`src/rtl/perf_pkg.sv`:
```
package perf_pkg;

  localparam int SEL_W = 3;

  localparam logic [SEL_W-1:0] SEL_CYCLE  = 3'd1;
  localparam logic [SEL_W-1:0] SEL_INSTR  = 3'd2;
  localparam logic [SEL_W-1:0] SEL_BRANCH = 3'd3;
  localparam logic [SEL_W-1:0] SEL_EXCEPT = 3'd4;
  localparam logic [SEL_W-1:0] SEL_MISS   = 3'd5;

  typedef enum logic [1:0] {
    WIN_RUN  = 2'd0,
    WIN_C1C2 = 2'd1,
    WIN_C2C1 = 2'd2,
    WIN_NONE = 2'd3
  } win_mode_e;

  typedef struct packed {
    logic instr;
    logic branch;
    logic except;
    logic miss;
  } evt_bus_t;

endpackage

```
`src/rtl/perf_event_mux.sv`:
```
module perf_event_mux
  import perf_pkg::*;
(
  input  logic [SEL_W-1:0] sel,
  input  evt_bus_t         evt,
  output logic [1:0]       inc,
  output logic             active
);

  always_comb begin
    inc    = 2'd0;
    active = 1'b1;
    case (sel)
      SEL_CYCLE:  inc = 2'd1;
      SEL_INSTR:  inc = {1'b0, evt.instr};
      SEL_BRANCH: inc = {evt.branch, 1'b0};
      SEL_EXCEPT: inc = {1'b0, evt.except};
      SEL_MISS:   inc = {1'b0, evt.miss};
      default: begin
        inc    = 2'd0;
        active = 1'b0;
      end
    endcase
  end

endmodule

```
`src/rtl/perf_window.sv`:
```
module perf_window
  import perf_pkg::*;
(
  input  logic       clk,
  input  logic       rst_n,
  input  logic [1:0] mode,
  input  logic       any_active,
  input  logic       init,
  input  logic       run_start,
  input  logic       brk_hit,
  input  logic       cond1_hit,
  input  logic       cond2_hit,
  output logic       win_q,
  output logic       stop_evt,
  output logic       err
);

  win_mode_e mode_e;
  logic      start_evt;
  logic      win_d;

  assign mode_e = win_mode_e'(mode);

  always_comb begin
    start_evt = 1'b0;
    stop_evt  = 1'b1;
    case (mode_e)
      WIN_RUN: begin
        start_evt = run_start;
        stop_evt  = brk_hit;
      end
      WIN_C1C2: begin
        start_evt = cond1_hit;
        stop_evt  = cond2_hit;
      end
      WIN_C2C1: begin
        start_evt = cond2_hit;
        stop_evt  = cond1_hit;
      end
      default: begin
        start_evt = 1'b0;
        stop_evt  = 1'b1;
      end
    endcase
  end

  assign err = ((mode_e == WIN_C1C2) || (mode_e == WIN_C2C1)) && !any_active;

  always_comb begin
    if (init || err)
      win_d = 1'b0;
    else if (win_q)
      win_d = !stop_evt;
    else
      win_d = start_evt;
  end

  always_ff @(posedge clk or negedge rst_n) begin
    if (!rst_n)
      win_q <= 1'b0;
    else
      win_q <= win_d;
  end

  p_err_closed_r10: assert property (@(posedge clk) disable iff (!rst_n)
    err |=> !win_q);

  p_start_ignored_r5: assert property (@(posedge clk) disable iff (!rst_n)
    (win_q && !stop_evt && !init && !err) |=> win_q);

  p_open_next_r5: assert property (@(posedge clk) disable iff (!rst_n)
    (!win_q && start_evt && !init && !err) |=> win_q);

  p_init_close_r9: assert property (@(posedge clk) disable iff (!rst_n)
    init |=> !win_q);

endmodule

```
`src/rtl/perf_sat_counter.sv`:
```
module perf_sat_counter #(
  parameter int CNT_W = 32
) (
  input  logic             clk,
  input  logic             rst_n,
  input  logic             clr,
  input  logic             en,
  input  logic [1:0]       inc,
  output logic [CNT_W-1:0] cnt_q,
  output logic             ovf_q
);

  localparam logic [CNT_W-1:0] CNT_MAX = '1;

  logic [CNT_W:0]   sum;
  logic [CNT_W-1:0] cnt_d;
  logic             ovf_d;

  assign sum = {1'b0, cnt_q} + {{(CNT_W-1){1'b0}}, inc};

  always_comb begin
    cnt_d = cnt_q;
    ovf_d = ovf_q;
    if (clr) begin
      cnt_d = '0;
      ovf_d = 1'b0;
    end else if (en) begin
      if (sum[CNT_W]) begin
        cnt_d = CNT_MAX;
        ovf_d = 1'b1;
      end else begin
        cnt_d = sum[CNT_W-1:0];
      end
    end
  end

  always_ff @(posedge clk or negedge rst_n) begin
    if (!rst_n) begin
      cnt_q <= '0;
      ovf_q <= 1'b0;
    end else begin
      cnt_q <= cnt_d;
      ovf_q <= ovf_d;
    end
  end

  p_sat_hold_r7: assert property (@(posedge clk) disable iff (!rst_n)
    ovf_q |-> (cnt_q == CNT_MAX));

  p_ovf_sticky_r8: assert property (@(posedge clk) disable iff (!rst_n)
    (ovf_q && !clr) |=> ovf_q);

  p_idle_hold_r6: assert property (@(posedge clk) disable iff (!rst_n)
    (!clr && !en) |=> $stable(cnt_q));

  p_clear_r9: assert property (@(posedge clk) disable iff (!rst_n)
    clr |=> (cnt_q == '0) && !ovf_q);

endmodule

```
`src/rtl/evt_perf_counters.sv`:
```
module evt_perf_counters
  import perf_pkg::*;
#(
  parameter int NUM_CH = 4,
  parameter int CNT_W  = 32
) (
  input  logic                    clk,
  input  logic                    rst_n,
  input  logic                    cpu_clk_en,
  input  logic                    perf_init,
  input  logic [1:0]              win_mode,
  input  logic [NUM_CH*SEL_W-1:0] ch_sel,
  input  logic                    run_start,
  input  logic                    brk_hit,
  input  logic                    cond1_hit,
  input  logic                    cond2_hit,
  input  logic                    evt_instr,
  input  logic                    evt_branch,
  input  logic                    evt_except,
  input  logic                    evt_miss,
  output logic [NUM_CH*CNT_W-1:0] cnt_o,
  output logic [NUM_CH-1:0]       ovf_o,
  output logic                    win_open,
  output logic                    cfg_err
);

  localparam int RST_STAGES = 2;

  logic [RST_STAGES-1:0] rst_pipe_q;
  logic                  rst_ns;
  evt_bus_t              evt;
  logic [1:0]            inc_w [NUM_CH];
  logic [NUM_CH-1:0]     act_w;
  logic                  stop_w;
  logic                  cnt_en;

  always_ff @(posedge clk or negedge rst_n) begin
    if (!rst_n)
      rst_pipe_q <= '0;
    else
      rst_pipe_q <= {rst_pipe_q[RST_STAGES-2:0], 1'b1};
  end
  assign rst_ns = rst_pipe_q[RST_STAGES-1];

  assign evt = '{instr: evt_instr, branch: evt_branch, except: evt_except, miss: evt_miss};

  perf_window u_win (
    .clk        (clk),
    .rst_n      (rst_ns),
    .mode       (win_mode),
    .any_active (|act_w),
    .init       (perf_init),
    .run_start  (run_start),
    .brk_hit    (brk_hit),
    .cond1_hit  (cond1_hit),
    .cond2_hit  (cond2_hit),
    .win_q      (win_open),
    .stop_evt   (stop_w),
    .err        (cfg_err)
  );

  assign cnt_en = win_open && !stop_w && cpu_clk_en;

  for (genvar ch = 0; ch < NUM_CH; ch++) begin : g_ch
    perf_event_mux u_mux (
      .sel    (ch_sel[ch*SEL_W +: SEL_W]),
      .evt    (evt),
      .inc    (inc_w[ch]),
      .active (act_w[ch])
    );

    perf_sat_counter #(.CNT_W(CNT_W)) u_cnt (
      .clk   (clk),
      .rst_n (rst_ns),
      .clr   (perf_init),
      .en    (cnt_en),
      .inc   (inc_w[ch]),
      .cnt_q (cnt_o[ch*CNT_W +: CNT_W]),
      .ovf_q (ovf_o[ch])
    );
  end

  p_sleep_gate_r6: assert property (@(posedge clk) disable iff (!rst_ns)
    (!cpu_clk_en && !perf_init) |=> $stable(cnt_o));

  p_closed_hold_r5: assert property (@(posedge clk) disable iff (!rst_ns)
    (!win_open && !perf_init) |=> $stable(cnt_o));

endmodule

```
`config.mk`:
```
export PLATFORM = sky130hd
export DESIGN_NAME = evt_perf_counters
export DESIGN_NICKNAME = d
export VERILOG_FILES = /design/src/rtl/perf_pkg.sv /design/src/rtl/perf_event_mux.sv /design/src/rtl/perf_window.sv /design/src/rtl/perf_sat_counter.sv /design/src/rtl/evt_perf_counters.sv
export SDC_FILE = /design/constraint.sdc
export NUM_CORES = 1
export LEC_CHECK = 0
export CORE_ASPECT_RATIO = 1.2
export CORE_MARGIN = 10
export CORE_UTILIZATION = 53
export CTS_BUF_LIST = sky130_fd_sc_hd__clkbuf_16
export DETAILED_ROUTE_END_ITERATION = 6
export PLACE_DENSITY = 0.85
export SYNTH_ARGS = -nofsm -noshare
export SYNTH_HDL_FRONTEND = slang
export SYNTH_HIERARCHICAL = 1
export SYNTH_SLANG_ARGS = --single-unit
```
`constraint.sdc`:
```
create_clock -name clk -period 5 [get_ports clk]
set_input_delay 0.75 -clock clk [delete_from_list [all_inputs] [get_ports clk]]
set_output_delay 0.75 -clock clk [all_outputs]
set_load 0.005 [all_outputs]
```
==> flow_metrics.py, run 1 <==
metrics = {
    "pwr": {
        "intPower_uw": 1970,
        "fin_total_pwr_uw": 2520,
        "switching_share_pct": 21.9,
        "power.static_leakage_uw": 0.00419,
        "clock_network_fraction_of_design_power_pct": 50.9,
        "combinational_group_share_of_total_power_pct": 5.0,
        "irDropWorstVdd_v": 0.000212,
        "seq_power_share_pct": 44.0,
        "power.density_mw_per_mm2": 237,
        "p_sw_uw": 552,
    },
    "worst_setup_path": {
        "timing.critical_path.to_type": "register",
        "reg2regPathDepth": 8,
        "crit-reg2reg-launch": "g_ch[2].u_cnt/cnt_q[0]$_DFFE_PN0P_",
        "worst_ep_required_time_ns": 5.31,
        "ff2ff_setup_slack_ns": 1.96,
        "worstReg2RegEnd": "g_ch[2].u_cnt/cnt_q[19]$_DFFE_PN0P_",
        "startpoint_type": "input port",
        "arrival_ns": 4.22,
        "critical_path.max_fanout": 23,
        "critPathKind": "input port to register",
    },
    "logic_synthesis": {
        "top_cell_type_s_share_of_synthesized_area_pct": 40.5,
        "cell_area_after_synthesis_mm2": 0.00834,
        "synth_top_cell_by_area": "sky130_fd_sc_hd__dfrtp_1",
        "synth_common_cells": "sky130_fd_sc_hd__dfrtp_1, sky130_fd_sc_hd__nor2_1, sky130_fd_sc_hd__nor3_1",
        "synth_warnings": 6,
        "muxShareOfSynthArea_pct": 0.960,
        "dominant_combinational_cell_family_by_area_after_synthesis": "simple AND/OR/NAND/NOR gates",
        "xor_xnor_cell_area_share_of_the_yosys_netlist_pct": 0,
        "syn_inst": 924,
        "yosys.cell_count.top_type": "sky130_fd_sc_hd__dfrtp_1",
        "asyncSetResetFlopFracSynth_pct": 100,
        "synth.yosys.seq_area_share_pct": 40.5,
        "synth_fa_ha_area_share_pct": 2.76,
        "synth_area_leaders": "sky130_fd_sc_hd__dfrtp_1, sky130_fd_sc_hd__nor2_1, sky130_fd_sc_hd__a31oi_1, sky130_fd_sc_hd__nor3_1, sky130_fd_sc_hd__nand3_1",
        "cell_variety_after_synth": 46,
        "synthesis.nets": 966,
        "synth-simple-area-share_pct": 30.5,
        "synth_compound_gate_area_share_pct": 20.7,
        "synth-seq-cells": 135,
        "synth-main-ff-cell": "sky130_fd_sc_hd__dfrtp_1",
        "synthesized_area_divided_by_synthesized_cell_count_um2": 9.03,
        "number_of_enable_type_register_cells_in_the_synthesized_netlist": 0,
    },
    "floorplan": {
        "placementRows": 50,
        "chipWidth_um": 135,
        "core_area_mm2": 0.0155,
        "io_pins": 160,
        "die-area_mm2": 0.0212,
        "initial_utilization_pct": 53.8,
        "die_h_um": 157,
    },
    "min_path": {
        "hold_start": "rst_pipe_q[0]$_DFF_PN0_",
        "timing.hold.worst_endpoint": "rst_pipe_q[1]$_DFF_PN0_",
        "worstHoldPathType": "register to register",
        "hold-path-cell-count": 0,
    },
    "cells_and_area": {
        "layout.nets": 1101,
        "diode_insertion_count_for_antenna_repair": 0,
        "area_growth_pct": 27.6,
        "post_route_cells_drive_above_1_share_pct": 8.58,
    },
    "global_routing": {
        "global_route.overflow_total": 0,
        "initial_antenna_violation_count": 0,
        "grt_pass1_wl_um": 39800,
        "globalRouteTotalUtil_pct": 22.4,
        "grt_max_degree": 64,
        "first_global_vias": 7737,
    },
    "sta": {
        "rsz0062_at_grt": "false",
        "hold_viol_final": 0,
        "setup-tns-final_ns": 0,
        "fmaxAchievable_ghz": 0.255,
        "worst_slew_margin_rel_pct": 42.3,
        "period_minus_slack_ns": 3.92,
        "setup-violations-final": 0,
        "layout_worst_path_cycle_share_pct": 78.3,
        "maxSlewViolCount": 0,
        "timing.hold.ws_ns": 0.349,
        "timing.clock.skew_ns": 0.00853,
        "worst_pin_slew_ns": 0.866,
    },
    "clocking": {
        "clock_path_buffers": 2,
        "cts.reportedPaths.clkPinSlew_ns": 0.06,
        "post_cts_hold_buffer_count": 0,
        "numClockSinks": 135,
        "ctsHtreeMaxLevel": 4,
        "cts_made_buffers": 17,
        "postCtsResizedCells": 0,
        "root_buffer": "sky130_fd_sc_hd__clkbuf_16",
        "post_cts_repair_setup_buffers": 0,
        "cts_tree": "yes",
        "clkLatencyLatePin_ns": 0.41,
    },
    "drt": {
        "drtIter0Drc": 730,
        "drt.antenna.violating_nets": 0,
        "route.detailed.wl_per_inst_um": 18.7,
        "drc": 0,
        "drt-total-wl_um": 24000,
        "dr_vias_cell": 6.37,
        "vias": 8150,
        "detailedRoute.firstPassIterationCount": 5,
    },
    "placed_design": {
        "dp_hpwl_um": 16600,
        "placement.io_buffers": 159,
        "globalplace.congestion": 0.859,
    },
    "run_status": {
        "status": "finished, final reports clean",
    },
    "run": {
        "maxCapViolCount": 0,
    },
}
final cells by class:
cell class	instances	area (um^2)
inverters	35	131
clock inverters	15	171
repair buffers	172	1690
flip-flops and latches	135	3380
clock buffers	17	425
fillers	1266	4870
multi-input cells	698	4590
well taps	208	260
sequential cells by signal, indices dropped and copies added, names as in the netlist:
name and count:
g_ch.u_cnt/cnt_q 128, u_win/win_q 1, rst_pipe_q 2, g_ch.u_cnt/ovf_q 4
how the worst max path moves through the flow:
stage                                 start  depth (start not counted)                                   to
floorplan           rst_pipe_q[1]$_DFF_PN0_                          0   g_ch[0].u_cnt/cnt_q[0]$_DFFE_PN0P_
global placement                 evt_except                         11  g_ch[3].u_cnt/cnt_q[21]$_DFFE_PN0P_
detailed placement                evt_instr                         11  g_ch[2].u_cnt/cnt_q[20]$_DFFE_PN0P_
CTS                               evt_instr                         11  g_ch[2].u_cnt/cnt_q[21]$_DFFE_PN0P_
global route                      evt_instr                         11  g_ch[2].u_cnt/cnt_q[21]$_DFFE_PN0P_
finish                            evt_instr                         11  g_ch[0].u_cnt/cnt_q[21]$_DFFE_PN0P_
stage by stage:
stage	instances	setup WS, ns	utilization [%]	instance area [um^2]
2_1_floorplan	924	0.960	-	8340
5_1_grt	1280	0.797	68.6	10600
3_3_place_gp	1248	0.812	64.8	10000
3_5_place_dp	1248	0.684	64.8	10000
4_1_cts	1280	1.14	68.6	10600
6_report	1280	1.08	68.6	10600
critical path, cell delays in order:
cell                              delay, ns
sky130_fd_sc_hd__clkdlybuf4s50_1       0.57
sky130_fd_sc_hd__nor4bb_1              0.28
sky130_fd_sc_hd__or4_1                 0.15
sky130_fd_sc_hd__ha_1                  0.15
sky130_fd_sc_hd__inv_1                 0.05
sky130_fd_sc_hd__fa_1                  0.40
sky130_fd_sc_hd__and3b_1               0.39
sky130_fd_sc_hd__nand3_1               0.25
sky130_fd_sc_hd__or4_4                 0.71
sky130_fd_sc_hd__and4_1                0.26
sky130_fd_sc_hd__nor4_1                0.25
layer usage:
layer	wire [um]	part of all wire [%]	track usage [%]
met2	11900	50	36.9
met4	356	1.5	7.21
met3	1600	6.7	5.10
met1	10100	42	28.4
met5	0	0	0
power by group through the flow:
stage	combinational, uW	clock (uW)	sequential, uW
after floorplan	61.9	0	1130
after global placement	124	0	1130
after detailed placement	126	0	1130
after CTS	127	1300	1110
after global routing	141	1350	1110
final	127	1280	1110
cells by family after synthesis:
logic type	Yosys count
compound gates	236
buf+inv	91
other cells	1
simple gates	437
fa+ha+maj	16
mux	8
flops	135
placed cells by master, fill, tap and decap left out, drive strengths merged, types with 32 or more instances in the layout:
cell / synthesis / routed
nor2: 88 / 88
nor3: 60 / 60
nand3: 56 / 56
clkdlybuf4s50: 0 / 158
a211oi: 44 / 44
a31oi: 52 / 52
nand2: 44 / 44
inv: 35 / 40
nor4: 45 / 45
dfrtp: 135 / 135
and3: 32 / 32
a21oi: 41 / 41
Power figures use the tool's default switching activity.
==> inputs of run 2 (changes only) <==
Settings changed: CORE_UTILIZATION 53 to 48, PLACE_DENSITY 0.85 to 0.82.
Clock period 5 ns to 3.6 ns, I/O delays scaled along.
==> run 2 against run 1 <==
Largest cell class unchanged; core utilization is 4.2 points lower; total power grew 34%; register-to-register slack worse by 0.99 ns; highest routed layer unchanged.
==> flow_metrics.py, run 2 (synthesis gave the netlist of run 1 again) <==
metrics = {
    "run_status": {
        "status": "finished, final reports clean",
    },
    "sta": {
        "finalWorstSetupSlack_ns": 0.285,
        "worst_slew_margin_rel_pct": 37.4,
        "timing.hold.ws_ns": 0.272,
        "period_minus_slack_ns": 3.31,
        "setup-violations-final": 0,
        "worst_pin_slew_ns": 0.939,
        "fmaxAchievable_ghz": 0.302,
        "maxSlewViolCount": 0,
        "hold_viol_final": 0,
        "layout_worst_path_cycle_share_pct": 92.1,
        "rsz0062_at_grt": "false",
        "timing.clock.skew_ns": 0.00820,
    },
    "floorplan": {
        "io_pins": 160,
        "die_h_um": 164,
        "placementRows": 52,
        "initial_utilization_pct": 49.1,
        "chipWidth_um": 140,
        "core_area_mm2": 0.0170,
        "die-area_mm2": 0.0231,
    },
    "worst_setup_path": {
        "worstPathBufferInverterCount": 2,
        "critical_path.slowest_cell": "sky130_fd_sc_hd__or4_4",
        "arrival_ns": 3.62,
        "timing.critical_path.to_type": "register",
        "critPathMaxStageDelay_ns": 0.59,
        "critical_path.max_fanout": 10,
        "crit_family": "simple AND/OR/NAND/NOR gates",
        "ff2ff_setup_slack_ns": 0.97,
        "worst_ep_required_time_ns": 3.91,
        "startpoint_type": "input port",
        "worstPathCellList": "clkdlybuf4s50_1 -> nor4bb_1 -> or4_1 -> ha_1 -> inv_1 -> fa_1 -> and3b_1 -> nand3_1 -> or4_4 -> and4_1 -> nor4_1",
        "critPathKind": "input port to register",
    },
    "drt": {
        "drt.antenna.violating_nets": 0,
        "drtIter0Drc": 582,
        "dr_vias_cell": 6.24,
        "drt-total-wl_um": 24300,
        "drc": 0,
        "detailedRoute.firstPassIterationCount": 6,
        "route.detailed.wl_per_inst_um": 18.4,
        "vias": 8228,
    },
    "cells_and_area": {
        "largest_register_ffs": 128,
        "registers.top_by_ff_count": "g_ch.u_cnt/cnt_q",
        "post_route_cells_drive_above_1_share_pct": 11.3,
        "area_growth_pct": 31.2,
        "most-common-layout-cells": "sky130_fd_sc_hd__clkdlybuf4s50_1, sky130_fd_sc_hd__dfrtp_1, sky130_fd_sc_hd__nor2_1",
        "layout.nets": 1135,
        "diode_insertion_count_for_antenna_repair": 0,
        "ff_latch_area_mm2": 0.00338,
        "area_occupied_by_multi_input_gates_mm2": 0.00459,
        "registers_with_the_most_flip_flops": "g_ch.u_cnt/cnt_q: 128 flops, g_ch.u_cnt/ovf_q: 4 flops, rst_pipe_q: 2 flops",
        "post_layout_nonfiller_instances": 1319,
        "most_common_cell_after_layout_fill_and_taps_aside": "sky130_fd_sc_hd__clkdlybuf4s50_1",
        "final_area_mm2": 0.0109,
        "fillCellCount": 1419,
    },
    "clocking": {
        "cts.reportedPaths.clkPinSlew_ns": 0.06,
        "clock_path_buffers": 2,
        "cts_made_buffers": 17,
        "post_cts_hold_buffer_count": 0,
        "post_cts_repair_setup_buffers": 0,
        "numClockSinks": 135,
        "clkLatencyLatePin_ns": 0.42,
        "cts_tree": "yes",
        "postCtsResizedCells": 0,
        "ctsHtreeMaxLevel": 4,
        "root_buffer": "sky130_fd_sc_hd__clkbuf_16",
    },
    "min_path": {
        "worstHoldPathType": "input port to async pin",
    },
    "placed_design": {
        "placement.cell_area_mm2": 0.0104,
        "placed_cells": 1290,
        "dp_hpwl_um": 17100,
        "globalplace.congestion": 0.875,
        "post-place-ws_ns": -0.137,
        "placement.io_buffers": 159,
    },
    "global_routing": {
        "grt_max_degree": 75,
        "global_route.overflow_total": 0,
        "grt_pass1_wl_um": 40300,
        "first_global_vias": 7852,
        "globalRouteTotalUtil_pct": 20.7,
        "initial_antenna_violation_count": 0,
    },
    "pwr": {
        "irDropWorstVdd_v": 0.000302,
        "power.density_mw_per_mm2": 308,
        "power.static_leakage_uw": 0.00434,
    },
    "run": {
        "maxCapViolCount": 0,
    },
}
==> run 2: cell types whose count changed in the layout (fill, tap and decap cells not counted), sizes merged <==
cell,previous run,this run
bufinv,4,2
clkinvlp,1,3
inv,40,37
buf,14,48
==> run 2: per-layer routing <==
layer	GRT usage [%]	up-vias	wire [um]
met5	0	-	0
met4	6.53	0	396
met3	5.63	37	1750
met2	34.8	306	12000
met1	25.4	3987	10100
li1	-	3898	-
==> run 2: area by class of cell <==
type,instances,area share (%)
Sequential cell,135,30.9
Clock buffer,17,3.89
Clock inverter,12,1.07
Inverter,35,1.20
Timing Repair Buffer,206,18.5
Tap cell,216,2.47
Multi-Input combinational cell,698,41.9
==> run 2: worst register-to-register path, delay by kind of cell, from the launching register on <==
kind | cells | cell delay (ns)
AND/OR/NAND/NOR | 5 | 2.02
flip-flops | 1 | 0.51
==> run 2: through the flow <==
| stage | TNS (ns) | power [uW] | utilization (%) |
|---|---|---|---|
| floorplan | 0 | 1660 | - |
| global placement | -0.102 | 1750 | 61.3 |
| detailed placement | -1.60 | 1750 | 61.3 |
| CTS | 0 | 3400 | 64.5 |
| global route | 0 | 3490 | 64.5 |
| finish | 0 | 3370 | 64.5 |
==> run 2: report_power, final <==
group / internal [uW] / switching, uW / leakage, uW
sequential: 1520 / 20.0 / 0.00188
combinational: 79.5 / 102 / 0.00220
clock: 994 / 653 / 0.000266
==> run 2: worst paths after layout <==
path | start | to | cells after the start
min | rst_n | rst_pipe_q[0]$_DFF_PN0_ | 1
max in group asynchronous | rst_pipe_q[1]$_DFF_PN0_ | g_ch[1].u_cnt/cnt_q[9]$_DFFE_PN0P_ | 1
max reg2reg | g_ch[0].u_cnt/cnt_q[4]$_DFFE_PN0P_ | g_ch[0].u_cnt/cnt_q[21]$_DFFE_PN0P_ | 5
max | evt_except | g_ch[0].u_cnt/cnt_q[21]$_DFFE_PN0P_ | 11
min in group clk | rst_pipe_q[0]$_DFF_PN0_ | rst_pipe_q[1]$_DFF_PN0_ | 0
min reg2reg | rst_pipe_q[0]$_DFF_PN0_ | rst_pipe_q[1]$_DFF_PN0_ | 0
